==> src/rtl/tmr_pkg.sv <==
package tmr_pkg;
    typedef enum logic [1:0] {
        MODE_ONCE = 2'd0,
        MODE_LOOP = 2'd1,
        MODE_RSVD = 2'd2,
        MODE_FREE = 2'd3
    } tmr_mode_e;

    localparam int CTRL_EN_BIT  = 0;
    localparam int CTRL_CLR_BIT = 1;
    localparam int CTRL_MODE_LO = 4;
    localparam int SRC_SEL_BIT  = 4;
    localparam int SRC_DIV_BIT  = 0;

    localparam logic [1:0] W_CTRL = 2'd0;
    localparam logic [1:0] W_SRC  = 2'd1;
    localparam logic [1:0] W_CNT  = 2'd2;
    localparam logic [1:0] W_CMP  = 2'd3;
    localparam logic [1:0] W_MASK = 2'd0;
    localparam logic [1:0] W_PEND = 2'd2;
endpackage

==> src/rtl/tmr_tick_sel.sv <==
module tmr_tick_sel (
    input  logic clk,
    input  logic rst_n,
    input  logic fast_tick,
    input  logic slow_tick,
    input  logic src_slow,
    input  logic div2,
    input  logic restart,
    output logic adv
);
    typedef struct packed {
        logic phase;
    } st_t;

    st_t  q, d;
    logic src_tick;

    always_comb begin
        d        = q;
        adv      = 1'b0;
        src_tick = src_slow ? slow_tick : fast_tick;
        if (restart) begin
            d.phase = 1'b0;
        end else if (src_tick) begin
            if (!div2) begin
                adv = 1'b1;
            end else begin
                adv     = q.phase;
                d.phase = ~q.phase;
            end
        end
    end

    always_ff @(posedge clk) begin
        if (!rst_n) q <= '0;
        else        q <= d;
    end

    // halved rate never accepts two ticks back to back
    p_div2_gap_r5: assert property (@(posedge clk) disable iff (!rst_n)
        (div2 && adv && $stable(div2)) |=> !adv);
endmodule

==> src/rtl/tmr_chan.sv <==
module tmr_chan
    import tmr_pkg::*;
#(
    parameter int CNT_W  = 32,
    parameter int DATA_W = 32
) (
    input  logic              clk,
    input  logic              rst_n,
    input  logic              fast_tick,
    input  logic              slow_tick,
    input  logic              wr_ctrl,
    input  logic              wr_src,
    input  logic              wr_cmp,
    input  logic [DATA_W-1:0] wdata,
    output logic [DATA_W-1:0] ctrl_rd,
    output logic [DATA_W-1:0] src_rd,
    output logic [DATA_W-1:0] cnt_rd,
    output logic [DATA_W-1:0] cmp_rd,
    output logic              hit
);
    typedef struct packed {
        logic             en;
        tmr_mode_e        mode;
        logic             src;
        logic             div;
        logic [CNT_W-1:0] cnt;
        logic [CNT_W-1:0] cmp;
    } st_t;

    st_t              q, d;
    logic             clr;
    logic             adv;
    logic [CNT_W-1:0] nxt;

    assign clr = wr_ctrl && wdata[CTRL_CLR_BIT];

    tmr_tick_sel u_tick (
        .clk       (clk),
        .rst_n     (rst_n),
        .fast_tick (fast_tick),
        .slow_tick (slow_tick),
        .src_slow  (q.src),
        .div2      (q.div),
        .restart   (clr),
        .adv       (adv)
    );

    always_comb begin
        d   = q;
        hit = 1'b0;
        nxt = q.cnt + 1'b1;
        if (wr_ctrl) begin
            d.en   = wdata[CTRL_EN_BIT];
            d.mode = tmr_mode_e'(wdata[CTRL_MODE_LO +: 2]);
        end
        if (wr_src) begin
            d.src = wdata[SRC_SEL_BIT];
            d.div = wdata[SRC_DIV_BIT];
        end
        if (wr_cmp) d.cmp = wdata[CNT_W-1:0];
        if (clr) begin
            d.cnt = '0;
        end else if (q.en && adv) begin
            d.cnt = nxt;
            if (nxt == q.cmp) begin
                hit = 1'b1;
                case (q.mode)
                    MODE_ONCE: d.en  = 1'b0;
                    MODE_LOOP: d.cnt = '0;
                    default:   d.cnt = nxt;
                endcase
            end
        end
    end

    always_ff @(posedge clk) begin
        if (!rst_n) q <= '0;
        else        q <= d;
    end

    always_comb begin
        ctrl_rd                      = '0;
        ctrl_rd[CTRL_EN_BIT]         = q.en;
        ctrl_rd[CTRL_MODE_LO +: 2]   = q.mode;
        src_rd                       = '0;
        src_rd[SRC_SEL_BIT]          = q.src;
        src_rd[SRC_DIV_BIT]          = q.div;
        cnt_rd                       = '0;
        cnt_rd[CNT_W-1:0]            = q.cnt;
        cmp_rd                       = '0;
        cmp_rd[CNT_W-1:0]            = q.cmp;
    end

    // a disabled channel without a clear keeps its count
    p_idle_hold_r2: assert property (@(posedge clk) disable iff (!rst_n)
        (!q.en && !clr) |=> $stable(q.cnt));
    // clear zeroes the counter on the next edge
    p_clr_zero_r3: assert property (@(posedge clk) disable iff (!rst_n)
        clr |=> (q.cnt == '0));
    // no selected tick, no change
    p_no_tick_hold_r4: assert property (@(posedge clk) disable iff (!rst_n)
        (!clr && !(q.src ? slow_tick : fast_tick)) |=> $stable(q.cnt));
    // one-shot drops its enable after the match
    p_once_stops_r6: assert property (@(posedge clk) disable iff (!rst_n)
        (hit && q.mode == MODE_ONCE) |=> !q.en);
    // repeat reloads zero after the match
    p_loop_reload_r7: assert property (@(posedge clk) disable iff (!rst_n)
        (hit && q.mode == MODE_LOOP) |=> (q.cnt == '0));
endmodule

==> src/rtl/tmr_bank.sv <==
module tmr_bank
    import tmr_pkg::*;
#(
    parameter int NUM_CH = 6,
    parameter int CNT_W  = 32,
    parameter int DATA_W = 32,
    parameter int ADDR_W = 7
) (
    input  logic              clk,
    input  logic              rst_n,
    input  logic              fast_tick,
    input  logic              slow_tick,
    input  logic              bus_wr,
    input  logic [ADDR_W-1:0] bus_addr,
    input  logic [DATA_W-1:0] bus_wdata,
    output logic [DATA_W-1:0] bus_rdata,
    output logic              irq
);
    localparam int WIN_W = ADDR_W - 4;

    typedef struct packed {
        logic [NUM_CH-1:0] mask;
        logic [NUM_CH-1:0] pend;
    } st_t;

    st_t               q, d;
    logic [WIN_W-1:0]  win;
    logic [1:0]        wsel;
    logic              glb_wr;
    logic              pend_wr;
    logic [NUM_CH-1:0] hit;
    logic [DATA_W-1:0] ctrl_rd [NUM_CH];
    logic [DATA_W-1:0] src_rd  [NUM_CH];
    logic [DATA_W-1:0] cnt_rd  [NUM_CH];
    logic [DATA_W-1:0] cmp_rd  [NUM_CH];

    assign win     = bus_addr[ADDR_W-1:4];
    assign wsel    = bus_addr[3:2];
    assign glb_wr  = bus_wr && (win == '0);
    assign pend_wr = glb_wr && (wsel == W_PEND);

    for (genvar g = 0; g < NUM_CH; g++) begin : g_ch
        logic sel;
        assign sel = bus_wr && (win == WIN_W'(g + 1));

        tmr_chan #(
            .CNT_W  (CNT_W),
            .DATA_W (DATA_W)
        ) u_chan (
            .clk       (clk),
            .rst_n     (rst_n),
            .fast_tick (fast_tick),
            .slow_tick (slow_tick),
            .wr_ctrl   (sel && wsel == W_CTRL),
            .wr_src    (sel && wsel == W_SRC),
            .wr_cmp    (sel && wsel == W_CMP),
            .wdata     (bus_wdata),
            .ctrl_rd   (ctrl_rd[g]),
            .src_rd    (src_rd[g]),
            .cnt_rd    (cnt_rd[g]),
            .cmp_rd    (cmp_rd[g]),
            .hit       (hit[g])
        );

        // a match always leaves its pending bit set
        p_hit_sets_r9: assert property (@(posedge clk) disable iff (!rst_n)
            hit[g] |=> q.pend[g]);
        // a one in the acknowledge clears the bit when no match competes
        p_ack_clears_r10: assert property (@(posedge clk) disable iff (!rst_n)
            (pend_wr && bus_wdata[g] && !hit[g]) |=> !q.pend[g]);
        // pending holds unless acknowledged
        p_pend_holds_r10: assert property (@(posedge clk) disable iff (!rst_n)
            (q.pend[g] && !(pend_wr && bus_wdata[g])) |=> q.pend[g]);
    end

    always_comb begin
        d = q;
        if (glb_wr && wsel == W_MASK) d.mask = bus_wdata[NUM_CH-1:0];
        if (pend_wr)                  d.pend = q.pend & ~bus_wdata[NUM_CH-1:0];
        d.pend = d.pend | hit;
    end

    always_ff @(posedge clk) begin
        if (!rst_n) q <= '0;
        else        q <= d;
    end

    assign irq = |(q.pend & q.mask);

    always_comb begin
        bus_rdata = '0;
        if (win == '0) begin
            case (wsel)
                W_MASK:  bus_rdata[NUM_CH-1:0] = q.mask;
                W_PEND:  bus_rdata[NUM_CH-1:0] = q.pend;
                default: bus_rdata = '0;
            endcase
        end else begin
            for (int i = 0; i < NUM_CH; i++) begin
                if (win == WIN_W'(i + 1)) begin
                    case (wsel)
                        W_CTRL:  bus_rdata = ctrl_rd[i];
                        W_SRC:   bus_rdata = src_rd[i];
                        W_CNT:   bus_rdata = cnt_rd[i];
                        default: bus_rdata = cmp_rd[i];
                    endcase
                end
            end
        end
    end

    // an empty mask keeps the line low
    p_irq_masked_r11: assert property (@(posedge clk) disable iff (!rst_n)
        (q.mask == '0) |-> !irq);
endmodule

==> config.mk <==
export PLATFORM = sky130hd
export DESIGN_NAME = tmr_bank
export DESIGN_NICKNAME = d
export VERILOG_FILES = /design/src/rtl/tmr_pkg.sv /design/src/rtl/tmr_tick_sel.sv /design/src/rtl/tmr_chan.sv /design/src/rtl/tmr_bank.sv
export SDC_FILE = /design/constraint.sdc
export NUM_CORES = 2
export LEC_CHECK = 0
export BUFFER_PORTS_ARGS = -buffer_cell sky130_fd_sc_hd__buf_2
export CAP_MARGIN = 20
export CORE_MARGIN = 2
export CORE_UTILIZATION = 51
export DETAILED_ROUTE_END_ITERATION = 10
export HOLD_SLACK_MARGIN = 0.15
export PLACE_DENSITY_LB_ADDON = 0.3
export SLEW_MARGIN = 20
export SYNTH_ARGS = -nofsm -noshare
export SYNTH_HDL_FRONTEND = slang
export SYNTH_SLANG_ARGS = --single-unit
export TNS_END_PERCENT = 5
==> constraint.sdc <==
create_clock -name clk -period 3.5 [get_ports clk]
set_clock_uncertainty 0.15 [all_clocks]
set_input_delay 0.525 -clock clk [delete_from_list [all_inputs] [get_ports clk]]
set_output_delay 0.525 -clock clk [all_outputs]
set_load 0.05 [all_outputs]
==> impl_metrics.tcl <==
set metrics [dict create \
    status "complete, but fails checks" \
    violations "setup timing" \
    critPathSlowestCell "mux2i_1" \
    worstReg2RegEnd "g_ch[4].u_chan.cnt_rd[9]" \
    antenna_found_initial 8 \
    slew_headroom_pct 46.1 \
    seq_area_frac_synth_pct 29.3 \
    crit_required_ps 2820 \
    syn_nets 3982 \
    clock_sinks 432 \
    tightest_slew_ps 786 \
    cts_inserted_buffers 53 \
    p_int_mw 9.03 \
    ys.flop_type "dfxtp_1" \
    fp.dieH_um 245 \
    routed_wl_um 114000 \
    switching_share_pct 25.4 \
    placementRows 88 \
    worstHoldPathCells 3 \
    finalWeightedCongestion 1.07 \
    instances_no_fill 4816 \
    drtPass1Iterations 7 \
    timing.final.crit_period_ps 3570 \
    maxSlewViolCount 0 \
    initial_core_util_pct 51.4 \
    drive_gt1_share_pct 14.7 \
    layout_common_cells "nand2_1, dfxtp_1, buf_4, a21boi_0, xnor2_1" \
    crit_path_max_incr_delay_ps 640 \
    p_leak_nw 12.3 \
    worstPathMaxFanout 28 \
    grt_pass1_vias 27200 \
    fillCellCount 5320 \
    core_area_mm2 0.0575 \
    drc 0 \
    fmax_ghz 0.280 \
    final.setup.worst_slack_ps -69.8 \
    dpl.hpwl_um 82500 \
    hold_violations 0 \
    die_area_mm2 0.0599 \
    seqPwrFrac_pct 41.4 \
    clk_latency_ps 630 \
    drv_cap 0 \
    grt_pass1_wl_um 170000 \
    synthArstFlopShare_pct 0 \
    vias 30500 \
    syn2layout_area_growth_pct 15.3 \
    switchingPower_mw 3.08 \
    die_x_um 245 \
    layout_commonest_cell "nand2_1" \
    drtAntennaViolNets 0 \
    cts.htree.levels 2 \
    arrival_ps 2890 \
    rrSetupSlack_ps 150 \
    final_nets 4048 \
    powerDensity_mw_per_mm2 355 \
    finalCritPeriodShare_pct 102 \
    finalSetupViolCount 1 \
    synth_area_mm2 0.0296 \
    vias_per_cell 6.32 \
    clock_power_share_pct 50.6 \
    crit_type "in -> out" \
    r2r_start "g_ch[4].u_chan.cnt_rd[0]" \
    grt_setup_unrepaired "yes" \
    start_kind "input pin" \
    yosysWarnings 0 \
    cts_tree "built" \
    power.total_mw 12.1 \
    clockBufferDepth 3 \
    ios 77 \
    hp-start "bus_wdata[6]" \
    cts_root_buf "clkbuf_16" \
    grt_max_degree 72 \
    share_comb_of_total_power_pct 8.0 \
    postSynthCellCount 3932 \
    wl_per_cell_um 23.7 \
    gr-total-overflow 0 \
    path_cells "buf_8 -> buf_4 -> mux2i_1 -> o22ai_1 -> a21oi_1 -> o211ai_1 -> buf_12" \
    synth_edf_count 0 \
    portBuffers 74 \
    place_inst 4704 \
    drt_iter0_markers 3765 \
    min_path_type "in -> reg" \
    reg2regPathDepth 12 \
    synth.distinct_cells 91 \
    irDropWorstVdd_mv 0.363 \
    endpoint_kind "output port" \
    grt_use_total_pct 37.1 \
    worst_hold_path.endpoint "g_ch[1].u_chan.cmp_rd[6]" \
    ys_ff_latch 432 \
    syn_area_per_cell_um2 7.52 \
    crit_start "bus_addr[2]" \
    clk_pin_slew_ps 60 \
]
==> routing by layer <==
layer / track usage [%] / vias up / routed length (µm)
li1: - / 14100 / -
met3: 8.51 / 328 / 12100
met5: 0 / - / 10
met2: 56.0 / 1635 / 49300
met1: 48.2 / 14400 / 45000
met4: 22.2 / 2 / 7660
==> how the worst max path moves through the flow <==
stage | to | slack [ps]
5_1_grt | g_ch[4].u_chan.cnt_rd[9] | -40
3_3_place_gp | g_ch[0].u_chan.cnt_rd[3] | 160
2_1_floorplan | bus_rdata[17] | 60
3_5_place_dp | g_ch[0].u_chan.cnt_rd[0] | 90
4_1_cts | bus_rdata[4] | 10
6_report | bus_rdata[6] | -70
==> what timing repair did <==
| item | in CTS | in global routing |
|---|---|---|
| hold endpoints to repair | 21 | 0 |
| buffers inserted | 0 | 3 |
| setup endpoints to repair | 0 | 127 |
| resized for setup | 0 | 26 |
| hold buffers | 1 | 0 |
==> kinds of logic (layout without fill, tap and decap cells) <==
family	after synthesis	after routing	share of synthesized area, %
muxes	228	228	8.50
adders and majority gates	6	6	0.254
xor gates and xnor gates	299	299	8.91
buffers and inverters	388	497	5.32
AOI/OAI and AO/OA	790	790	17.8
other	0	10	0
DFF	432	432	29.3
and+or+nand+nor	1789	1789	30.0
==> worst max-delay path, delay by kind of cell <==
kind            cells  cell delay [ps]
mux                 1              640
buf+inv             3              760
compound gates      3              920
==> area by class of cell <==
cell class	instances	area, µm²	area share [%]
Inverter	35	131	0.385
Clock inverter	26	380	1.12
Multi-Input combinational cell	3112	19500	57.2
Sequential cell	432	8650	25.4
Clock buffer	72	1540	4.52
Antenna cell	10	25.0	0.0734
Tap cell	765	957	2.81
Timing Repair Buffer	364	2900	8.51
==> registers in the layout, summed over array words and instances, names as in the netlist <==
signal                count
g_ch.u_chan.cmp_rd      192
g_ch.u_chan.cnt_rd      192
g_ch.u_chan.ctrl_rd      18
g_ch.u_chan.src_rd       12
q                        12
g_ch.u_chan.u_tick.q      6
==> power groups by stage <==
stage          registers, mW  logic, mW  clock network (mW)
4_1_cts                 5.02      0.932                6.16
5_1_grt                 5.02      0.995                6.34
3_5_place_dp            5.12      0.927                   0
3_3_place_gp            5.12      0.923                   0
2_1_floorplan           5.09      0.549                   0
6_report                5.02      0.966                6.12
==> Yosys cell counts (12+ instances only) <==
cell / n / area [µm²]
nand2_1: 784 / 2940
dfxtp_1: 432 / 8650
clkbuf_1: 285 / 1070
a21boi_0: 224 / 1680
xnor2_1: 201 / 1760
nand3_1: 190 / 951
mux2i_1: 162 / 1620
nor2_1: 160 / 601
a21oi_1: 135 / 676
o21ai_0: 133 / 666
nor3_1: 130 / 651
nand4_1: 102 / 638
xor2_1: 97 / 850
and3_1: 88 / 551
o22ai_1: 64 / 400
and2_1: 63 / 394
nor4_1: 57 / 357
mux2_2: 53 / 597
a31oi_1: 49 / 307
buf_2: 39 / 195
inv_1: 35 / 131
o211ai_1: 35 / 263
nor2b_1: 34 / 213
and4_1: 28 / 245
or3_1: 23 / 144
nand3b_1: 18 / 135
nor3b_1: 18 / 135
a22oi_1: 15 / 113
or4_1: 15 / 113
mux4_2: 13 / 293
o2111ai_1: 13 / 114
o31ai_1: 13 / 97.6
buf_1: 12 / 45.0
nand2b_1: 12 / 75.1
or2_2: 12 / 75.1
==> stage by stage <==
step	setup TNS (ps)	hold WS, ps	setup slack [ps]	instance area, µm²	utilization, %
2_1_floorplan	0	303	62.9	29600	-
3_3_place_gp	0	312	161	32000	55.7
3_5_place_dp	0	307	93.0	32000	55.7
4_1_cts	0	186	10.2	33900	59.0
5_1_grt	-36.4	203	-36.4	34100	59.3
6_report	-69.8	208	-69.8	34100	59.3
No activity file was read; power rests on OpenSTA's default activity.
